--- src/rtl/core_seq_pkg.sv ---
package core_seq_pkg;

    typedef enum logic [3:0] {
        SQ_IDLE,
        SQ_SETTLE,
        SQ_RDINIT,
        SQ_RDWAIT,
        SQ_WRTIME,
        SQ_ZONE,
        SQ_DELAY,
        SQ_DONE,
        SQ_HOLD
    } seq_state_e;

    // Latched master command
    typedef struct packed {
        logic valid;
        logic is_read;
        logic is_byte;
        logic addr0;
    } seq_cmd_t;

    // Sequencer registers
    typedef struct packed {
        seq_state_e state;
        logic       data_seen;
    } seq_regs_t;

    function automatic int imax(input int a, input int b);
        return (a > b) ? a : b;
    endfunction

endpackage

--- src/rtl/seq_timer.sv ---
module seq_timer #(
    parameter int W = 5
) (
    input  logic         clk,
    input  logic         rst,
    input  logic         load,
    input  logic [W-1:0] load_val,
    output logic         last
);
    logic [W-1:0] cnt_d, cnt_q;

    always_comb begin
        cnt_d = cnt_q;
        if (load) begin
            cnt_d = load_val;
        end else if (cnt_q != '0) begin
            cnt_d = cnt_q - 1'b1;
        end
    end

    always_ff @(posedge clk) begin
        if (rst) cnt_q <= '0;
        else     cnt_q <= cnt_d;
    end

    // High during the final cycle of a loaded interval
    assign last = (cnt_q == W'(1));
endmodule

--- src/rtl/cmd_latch.sv ---
module cmd_latch
    import core_seq_pkg::*;
(
    input  logic     clk,
    input  logic     rst,
    input  logic     capture,
    input  logic     clear,
    input  logic     wr_n,
    input  logic     byte_n,
    input  logic     addr0,
    output seq_cmd_t cmd
);
    seq_cmd_t cmd_d, cmd_q;

    always_comb begin
        cmd_d = cmd_q;
        if (clear) begin
            cmd_d = '0;
        end else if (capture) begin
            cmd_d.valid   = 1'b1;
            cmd_d.is_read = wr_n;
            cmd_d.is_byte = ~byte_n;
            cmd_d.addr0   = addr0;
        end
    end

    always_ff @(posedge clk) begin
        if (rst) cmd_q <= '0;
        else     cmd_q <= cmd_d;
    end

    assign cmd = cmd_q;
endmodule

--- src/rtl/zone_steer.sv ---
module zone_steer
    import core_seq_pkg::*;
#(
    parameter int ZONES = 2
) (
    input  seq_cmd_t         cmd,
    input  logic             active,
    output logic [ZONES-1:0] zone_en
);
    // Zone 0 answers to address bit 0 high, zone 1 to address bit 0 low.
    for (genvar z = 0; z < ZONES; z++) begin : g_zone
        localparam logic PICK = (z == 0) ? 1'b1 : 1'b0;
        assign zone_en[z] = active & (~cmd.is_byte | (cmd.addr0 == PICK));
    end
endmodule

--- src/rtl/core_cmd_seq.sv ---
module core_cmd_seq
    import core_seq_pkg::*;
#(
    parameter int SETTLE_CYC = 4,
    parameter int RDINIT_CYC = 25,
    parameter int WRTIME_CYC = 25,
    parameter int ZONE_CYC   = 25,
    parameter int DLY_CYC    = 5,
    parameter int DONE_CYC   = 5
) (
    input  logic clk,
    input  logic rst,
    input  logic strb_n,
    input  logic wr_n,
    input  logic byte_n,
    input  logic addr0,
    input  logic data_avail_n,
    input  logic mem_avail,
    output logic rd_init,
    output logic zone1_we,
    output logic zone2_we,
    output logic lane_a_en,
    output logic lane_b_en,
    output logic byte_mode,
    output logic byte_mode_n,
    output logic done_n
);
    localparam int MAX_CYC = imax(imax(imax(SETTLE_CYC, RDINIT_CYC), imax(WRTIME_CYC, ZONE_CYC)),
                                  imax(DLY_CYC, DONE_CYC));
    localparam int CNT_W   = $clog2(MAX_CYC + 1);

    seq_regs_t        cur_q, cur_d;
    logic             t_load;
    logic [CNT_W-1:0] t_val;
    logic             t_last;
    logic             cap, clr;
    seq_cmd_t         cmd;
    logic [1:0]       zones;

    seq_timer #(.W(CNT_W)) u_timer (
        .clk      (clk),
        .rst      (rst),
        .load     (t_load),
        .load_val (t_val),
        .last     (t_last)
    );

    cmd_latch u_cmd (
        .clk     (clk),
        .rst     (rst),
        .capture (cap),
        .clear   (clr),
        .wr_n    (wr_n),
        .byte_n  (byte_n),
        .addr0   (addr0),
        .cmd     (cmd)
    );

    zone_steer #(.ZONES(2)) u_zone (
        .cmd     (cmd),
        .active  (cur_q.state == SQ_ZONE),
        .zone_en (zones)
    );

    always_comb begin
        cur_d  = cur_q;
        t_load = 1'b0;
        t_val  = '0;
        cap    = 1'b0;
        clr    = 1'b0;
        unique case (cur_q.state)
            SQ_IDLE: begin
                if (!strb_n && mem_avail) begin
                    cur_d.state = SQ_SETTLE;
                    t_load      = 1'b1;
                    t_val       = CNT_W'(SETTLE_CYC);
                end
            end
            SQ_SETTLE: begin
                if (t_last) begin
                    cap    = 1'b1;
                    t_load = 1'b1;
                    if (wr_n) begin
                        cur_d.state = SQ_RDINIT;
                        t_val       = CNT_W'(RDINIT_CYC);
                    end else begin
                        cur_d.state = SQ_WRTIME;
                        t_val       = CNT_W'(WRTIME_CYC);
                    end
                end
            end
            SQ_RDINIT: begin
                if (!data_avail_n) cur_d.data_seen = 1'b1;
                if (t_last) begin
                    if (cur_q.data_seen || !data_avail_n) begin
                        cur_d.state = SQ_DELAY;
                        t_load      = 1'b1;
                        t_val       = CNT_W'(DLY_CYC);
                    end else begin
                        cur_d.state = SQ_RDWAIT;
                    end
                end
            end
            SQ_RDWAIT: begin
                if (!data_avail_n) begin
                    cur_d.data_seen = 1'b1;
                    cur_d.state     = SQ_DELAY;
                    t_load          = 1'b1;
                    t_val           = CNT_W'(DLY_CYC);
                end
            end
            SQ_WRTIME: begin
                if (t_last) begin
                    cur_d.state = SQ_ZONE;
                    t_load      = 1'b1;
                    t_val       = CNT_W'(ZONE_CYC);
                end
            end
            SQ_ZONE: begin
                if (t_last) begin
                    cur_d.state = SQ_DELAY;
                    t_load      = 1'b1;
                    t_val       = CNT_W'(DLY_CYC);
                end
            end
            SQ_DELAY: begin
                if (t_last) begin
                    cur_d.state = SQ_DONE;
                    t_load      = 1'b1;
                    t_val       = CNT_W'(DONE_CYC);
                end
            end
            SQ_DONE: begin
                if (t_last) cur_d.state = SQ_HOLD;
            end
            SQ_HOLD: begin
                if (strb_n) begin
                    cur_d.state     = SQ_IDLE;
                    cur_d.data_seen = 1'b0;
                    clr             = 1'b1;
                end
            end
            default: begin
                cur_d = '0;
                clr   = 1'b1;
            end
        endcase
    end

    always_ff @(posedge clk) begin
        if (rst) cur_q <= '{state: SQ_IDLE, data_seen: 1'b0};
        else     cur_q <= cur_d;
    end

    assign rd_init     = (cur_q.state == SQ_RDINIT);
    assign zone1_we    = zones[0];
    assign zone2_we    = zones[1];
    assign lane_a_en   = cur_q.data_seen;
    assign lane_b_en   = cur_q.data_seen;
    assign byte_mode   = cmd.valid & cmd.is_byte;
    assign byte_mode_n = ~(cmd.valid & cmd.is_byte);
    assign done_n      = (cur_q.state != SQ_DONE);
endmodule

--- config.mk ---
export PLATFORM = sky130hd
export DESIGN_NAME = core_cmd_seq
export DESIGN_NICKNAME = d
export VERILOG_FILES = /design/src/rtl/core_seq_pkg.sv /design/src/rtl/seq_timer.sv /design/src/rtl/cmd_latch.sv /design/src/rtl/zone_steer.sv /design/src/rtl/core_cmd_seq.sv
export SDC_FILE = /design/constraint.sdc
export NUM_CORES = 1
export LEC_CHECK = 0
export CAP_MARGIN = 20
export CORE_ASPECT_RATIO = 0.75
export CORE_MARGIN = 3
export CORE_UTILIZATION = 45
export DETAILED_ROUTE_END_ITERATION = 16
export PLACE_DENSITY_LB_ADDON = 0.05
export SLEW_MARGIN = 25
export SYNTH_ARGS = -nofsm -noshare
export SYNTH_HDL_FRONTEND = slang
export SYNTH_SLANG_ARGS = --single-unit
--- constraint.sdc ---
create_clock -name clk -period 3.2 [get_ports clk]
set_input_delay 0.64 -clock clk [delete_from_list [all_inputs] [get_ports clk]]
set_output_delay 0.64 -clock clk [all_outputs]
set_load 0.02 [all_outputs]
# Word-level counts from Yosys, hierarchy flattened
# Cells that the tools add are included.
[totals]
output_inout_bits = 8
regBits = 13
inputBits = 8
word_cells = 84
[classes]
add_sub_neg = 1
n_eq_ne = 20
bitwise_logic = 10
mux = 32
reduce_logical = 15
[ops]
columns = ["operator", "n"]
rows = [
  ["$pmux W4 S9", 1],
  ["$mux W4", 7],
  ["$mux W5", 5],
  ["$pmux W5 S5", 1],
  ["$mux W3", 7],
  ["$ne A2 B2 Y1 const B", 9],
  ["$eq A4 B3 Y1 const B", 4],
  ["$reduce_and A9 Y1", 1],
  ["$eq A4 B2 Y1 const B", 2],
  ["$mux W1", 8],
  ["$pmux W1 S4", 2],
  ["$reduce_or A8 Y1", 1],
  ["$reduce_or A2 Y1", 3],
  ["$reduce_or A6 Y1", 1],
  ["$eq A5 B1 Y1 const B", 1],
  ["$not A1 Y1", 5],
  ["$reduce_bool A5 Y1", 1],
  ["$sub A5 B1 Y5 const B", 1],
  ["$eq A4 B1 Y1 const B", 1],
  ["$eq A4 B4 Y1 const B", 1],
  ["$logic_not A4 Y1", 1],
  ["$ne A4 B3 Y1 const B", 1],
  ["$reduce_and A4 Y1", 1],
  ["$reduce_or A4 Y1", 1],
  ["other kinds (8)", 12],
]

# Depth between registers and ports, before layout
[logic_depth]
ltp_word = 6
ltp_mapped = 7

# Modules after synthesis
# From an unflattened synthesis, not the netlist that was laid out.
[unflattened]
cells_unflattened = 126
hier_area_um2 = 1033.5
[modules_own_cells]
columns = ["mod", "n_inst", "cells_per_inst", "area_each_um2", "seq_area_each_um2"]
rows = [
  ["core_cmd_seq", 1, 76, 568.0, 100.1],
  ["seq_timer", 1, 35, 309.0, 100.1],
  ["cmd_latch", 1, 12, 137.6, 80.1],
  ["zone_steer", 1, 3, 18.8, 0.0],
]

# Worst setup path after synthesis
# Ideal clock, no wire load.
[synth_path]
path_kind = "reg-to-output"
start = "register cur_q[3] (netlist name)"
end = "output port zone1_we"
stages_incl_launch_ff = 5
slack_ns = 1.432
t_required_ns = 2.560
arrival_time_ns = 1.128
cell_sequence = "dfxtp_1 buf_2 buf_2 nand3_1 a21oi_1"
[synth_via]
elab_chain_len = 2
[synth_lines]
columns = ["element", "line_no", "text"]
rows = [
  ["start, declared", "core_cmd_seq.sv:32", "seq_regs_t cur_q, cur_d;"],
  ["start signal, assigned", "core_cmd_seq.sv:151", "if (rst) cur_q <= '{state: SQ_IDLE, data_seen: 1'b0};"],
  ["start signal, assigned", "core_cmd_seq.sv:152", "else cur_q <= cur_d;"],
  ["$eq A4 B3 Y1", "core_cmd_seq.sv:61", ".active (cur_q.state == SQ_ZONE),"],
  ["$and A1 B1 Y1", "zone_steer.sv:13", "assign zone_en[z] = active & (~cmd.is_byte | (cmd.addr0 == PICK));"],
  ["end, declared", "core_cmd_seq.sv:20", "output logic zone1_we,"],
]
# Every way passes these cells.

# Worst setup path after layout
[layout_path]
start = "register cur_q[1] (netlist name)"
end = "output port zone2_we"
[layout_via]
elab_chain_len = 2
[layout_lines]
columns = ["element", "line_no", "text"]
rows = [
  ["$eq A4 B3 Y1", "core_cmd_seq.sv:61", ""],
  ["$and A1 B1 Y1", "zone_steer.sv:13", ""],
  ["end, declared", "core_cmd_seq.sv:21", "output logic zone2_we,"],
]
# Every way passes these cells.

==> impl_metrics.yaml <==
cells_and_area:
  syn_to_final_growth_pct: 17.01
  antenna_cells: 0
  final_net_count: 130
  fin_cells: 140
  drive_above_1_share: 0.1017
floorplan:
  die_width_microns: 57.99
  die_h_microns: 44.99
  rows: 13
  start_util: 0.5007
  core_sq_um: 1822
  io_pins: 16
  dieArea_sq_um: 2609
timing:
  fin_setup_tns_ns: 0
  final_hold_viol_count: 0
  clock_skew_ns: 0.001337
  rsz0062_at_grt: "false"
  slew_headroom: 0.5609
  fin_crit_ns: 2.768
  post-route-period-util: 0.8650
  setup_viol: 0
  clock.fmax_mhz: 361.3
  tightestPinTransition_ns: 0.6577
  maxSlewViolCount: 0
placed_design:
  place.port_buffers: 15
  place_inst: 136
  gp_congestion: 0.8394
  dp_hpwl_mm: 1.438
critical_path:
  crit_type: "flip-flop to output pin"
  cp.required_ns: 2.56
  crit_start: "cur_q[1]"
  cp-end-kind: "output pin"
  crit_fanout: 16
  arrival_ns: 2.13
  ff2ff_setup_slack_ns: 1.30
  worstReg2RegStart: "u_timer.cnt_q[1]"
  worst-r2r-cell-count: 7
  crit_path_start_kind: "flip-flop"
  r2r_end: "cur_q[2]"
pwr:
  leakage_nw: 0.3772
  powerDensity_nw_per_um2: 837.3
  ir_drop_uv: 487.8
clocking:
  cts_max_path_buffers: 2
  cts_buffers: 3
  clk_latency_ns: 0.27
  cts-root-buf: "clkbuf_4"
  cts-resized-gates: 0
  htreeDepth: 1
  cts_sinks: 13
  cts_setup_buffers: 0
  cts_tree: "yes"
  clk_pin_slew_worst_paths_ns: 0.08
  cts_hold_buf: 0
yosys:
  syn_area_sq_um: 912.1
  synth_edf_count: 0
  syn_inst: 107
  ys_ff_latch: 13
  syn_nets: 118
  ys_types: 42
  synth_top_area_share: 0.2853
  synth_area_leaders: "dfxtp_1 29%, a21oi_1 6.0%, ha_1 4.1%"
  yosysSeqAreaShare: 0.2853
  syn_avg_cell_area_sq_um: 8.525
  synthArstFlopShare: 0
  yosysWarningCount: 0
  yosysMostFrequentCell: "dfxtp_1"
  synth_top_area_cell: "dfxtp_1"
  dominantRegCellSynth: "dfxtp_1"
  ys_top_cells_by_count: "13 x dfxtp_1, 11 x a21oi_1, 9 x nor2_1"
job:
  max_cap_viol_count: 0
global_routing:
  grt-ovfl-total: 0
  grt_pass1_wl_mm: 3.146
  antenna_found_initial: 0
  grt_start_max_net_pins: 18
  grt_usage: 0.1593
  grt_pass1_vias: 729
hold_path:
  hp-start: "u_cmd.cmd[3]"
  hold_class: "flip-flop to flip-flop"
  min_path_cells: 2
  whs_endpoint: "u_cmd.cmd[3]"
detailed_routing:
  antenna_left: 0
  via_per_inst: 5.507
  firstDrtPassIters: 4
  routed_wl_mm: 1.887
  drt_iter0_drc: 15
  wl_per_cell_microns: 13.48
  vias: 771
  drc: 0
status:
  status: "finished, final reports clean"
## layout by cell type, fill, tap and decap left out, types with 2 or more instances in the layout
cell type	n
a211oi_1	2
a21oi_1	11
a31oi_1	2
clkbuf_4	3
clkdlybuf4s50_1	15
dfxtp_1	13
ha_1	3
inv_1	8
mux2i_1	2
nand2_1	4
nand2b_1	5
nand3_1	2
nand3b_1	2
nor2_1	9
nor3_1	6
o21ai_0	4
xnor2_1	3
xor2_1	2
## power breakdown
part	total (mW)	internal (mW)	leakage (nW)	switching, mW
registers	0.315	0.213	0.106	0.101
logic	0.480	0.243	0.256	0.237
clock network	0.0987	0.0482	0.0150	0.0505
## cell families after synthesis
| group | share of synthesized area |
|---|---|
| muxes | 0.02195 |
| xor gates and xnor gates | 0.04802 |
| DFF | 0.2853 |
| adders and majority gates | 0.04116 |
| buffers and inverters | 0.08640 |
| AOI/OAI and AO/OA | 0.2634 |
| and+or+nand+nor | 0.2538 |
## how the worst max path moves through the flow
stage and end:
2_1_floorplan zone1_we, 6_report zone2_we, 5_1_grt zone2_we, 3_5_place_dp zone2_we, 4_1_cts zone2_we, 3_3_place_gp zone2_we
## layout make-up
type,count,area (sq um)
well taps,22,27.53
repair buffers,15,150.1
multi-input cells,78,573.1
inverters,8,30.03
clock buffers,4,26.28
fillers,178,754.5
flip-flops and latches,13,260.3
## registers in the layout, indices dropped and copies added (netlist names)
register	cells
u_cmd.cmd	3
lane_a_en	1
u_timer.cnt_q	5
cur_q	4
## layer usage
| layer | track usage | share of wire | up-vias |
|---|---|---|---|
| met2 | 0.2342 | 0.41 | 17 |
| met4 | 0.02778 | 0.0053 | 0 |
| met3 | 0.05429 | 0.048 | 2 |
| li1 | - | - | 409 |
| met1 | 0.2280 | 0.54 | 343 |
| met5 | 0 | 0 | - |
## per-stage QoR
stage	hold WS, ns	total power [mW]	utilization	cell area [sq um]	setup slack, ns
floorplan	0.4402	0.7169	-	912.1	1.432
finish	0.4845	0.8936	0.5859	1067	0.4320
detailed placement	0.4769	0.7969	0.5714	1041	0.7561
global placement	0.4629	0.7885	0.5714	1041	0.8024
global route	0.5229	0.9707	0.5859	1067	0.2938
CTS	0.4961	0.8987	0.5859	1067	0.4385
## worst max-delay path, stage by stage (launching register included)
cell and delay, ns:
dfxtp_1 0.66, nor2b_1 0.27, nand3_1 0.13, a21oi_1 0.17
clkdlybuf4s50_1 0.62
No activity file was read; power rests on OpenSTA's default activity.
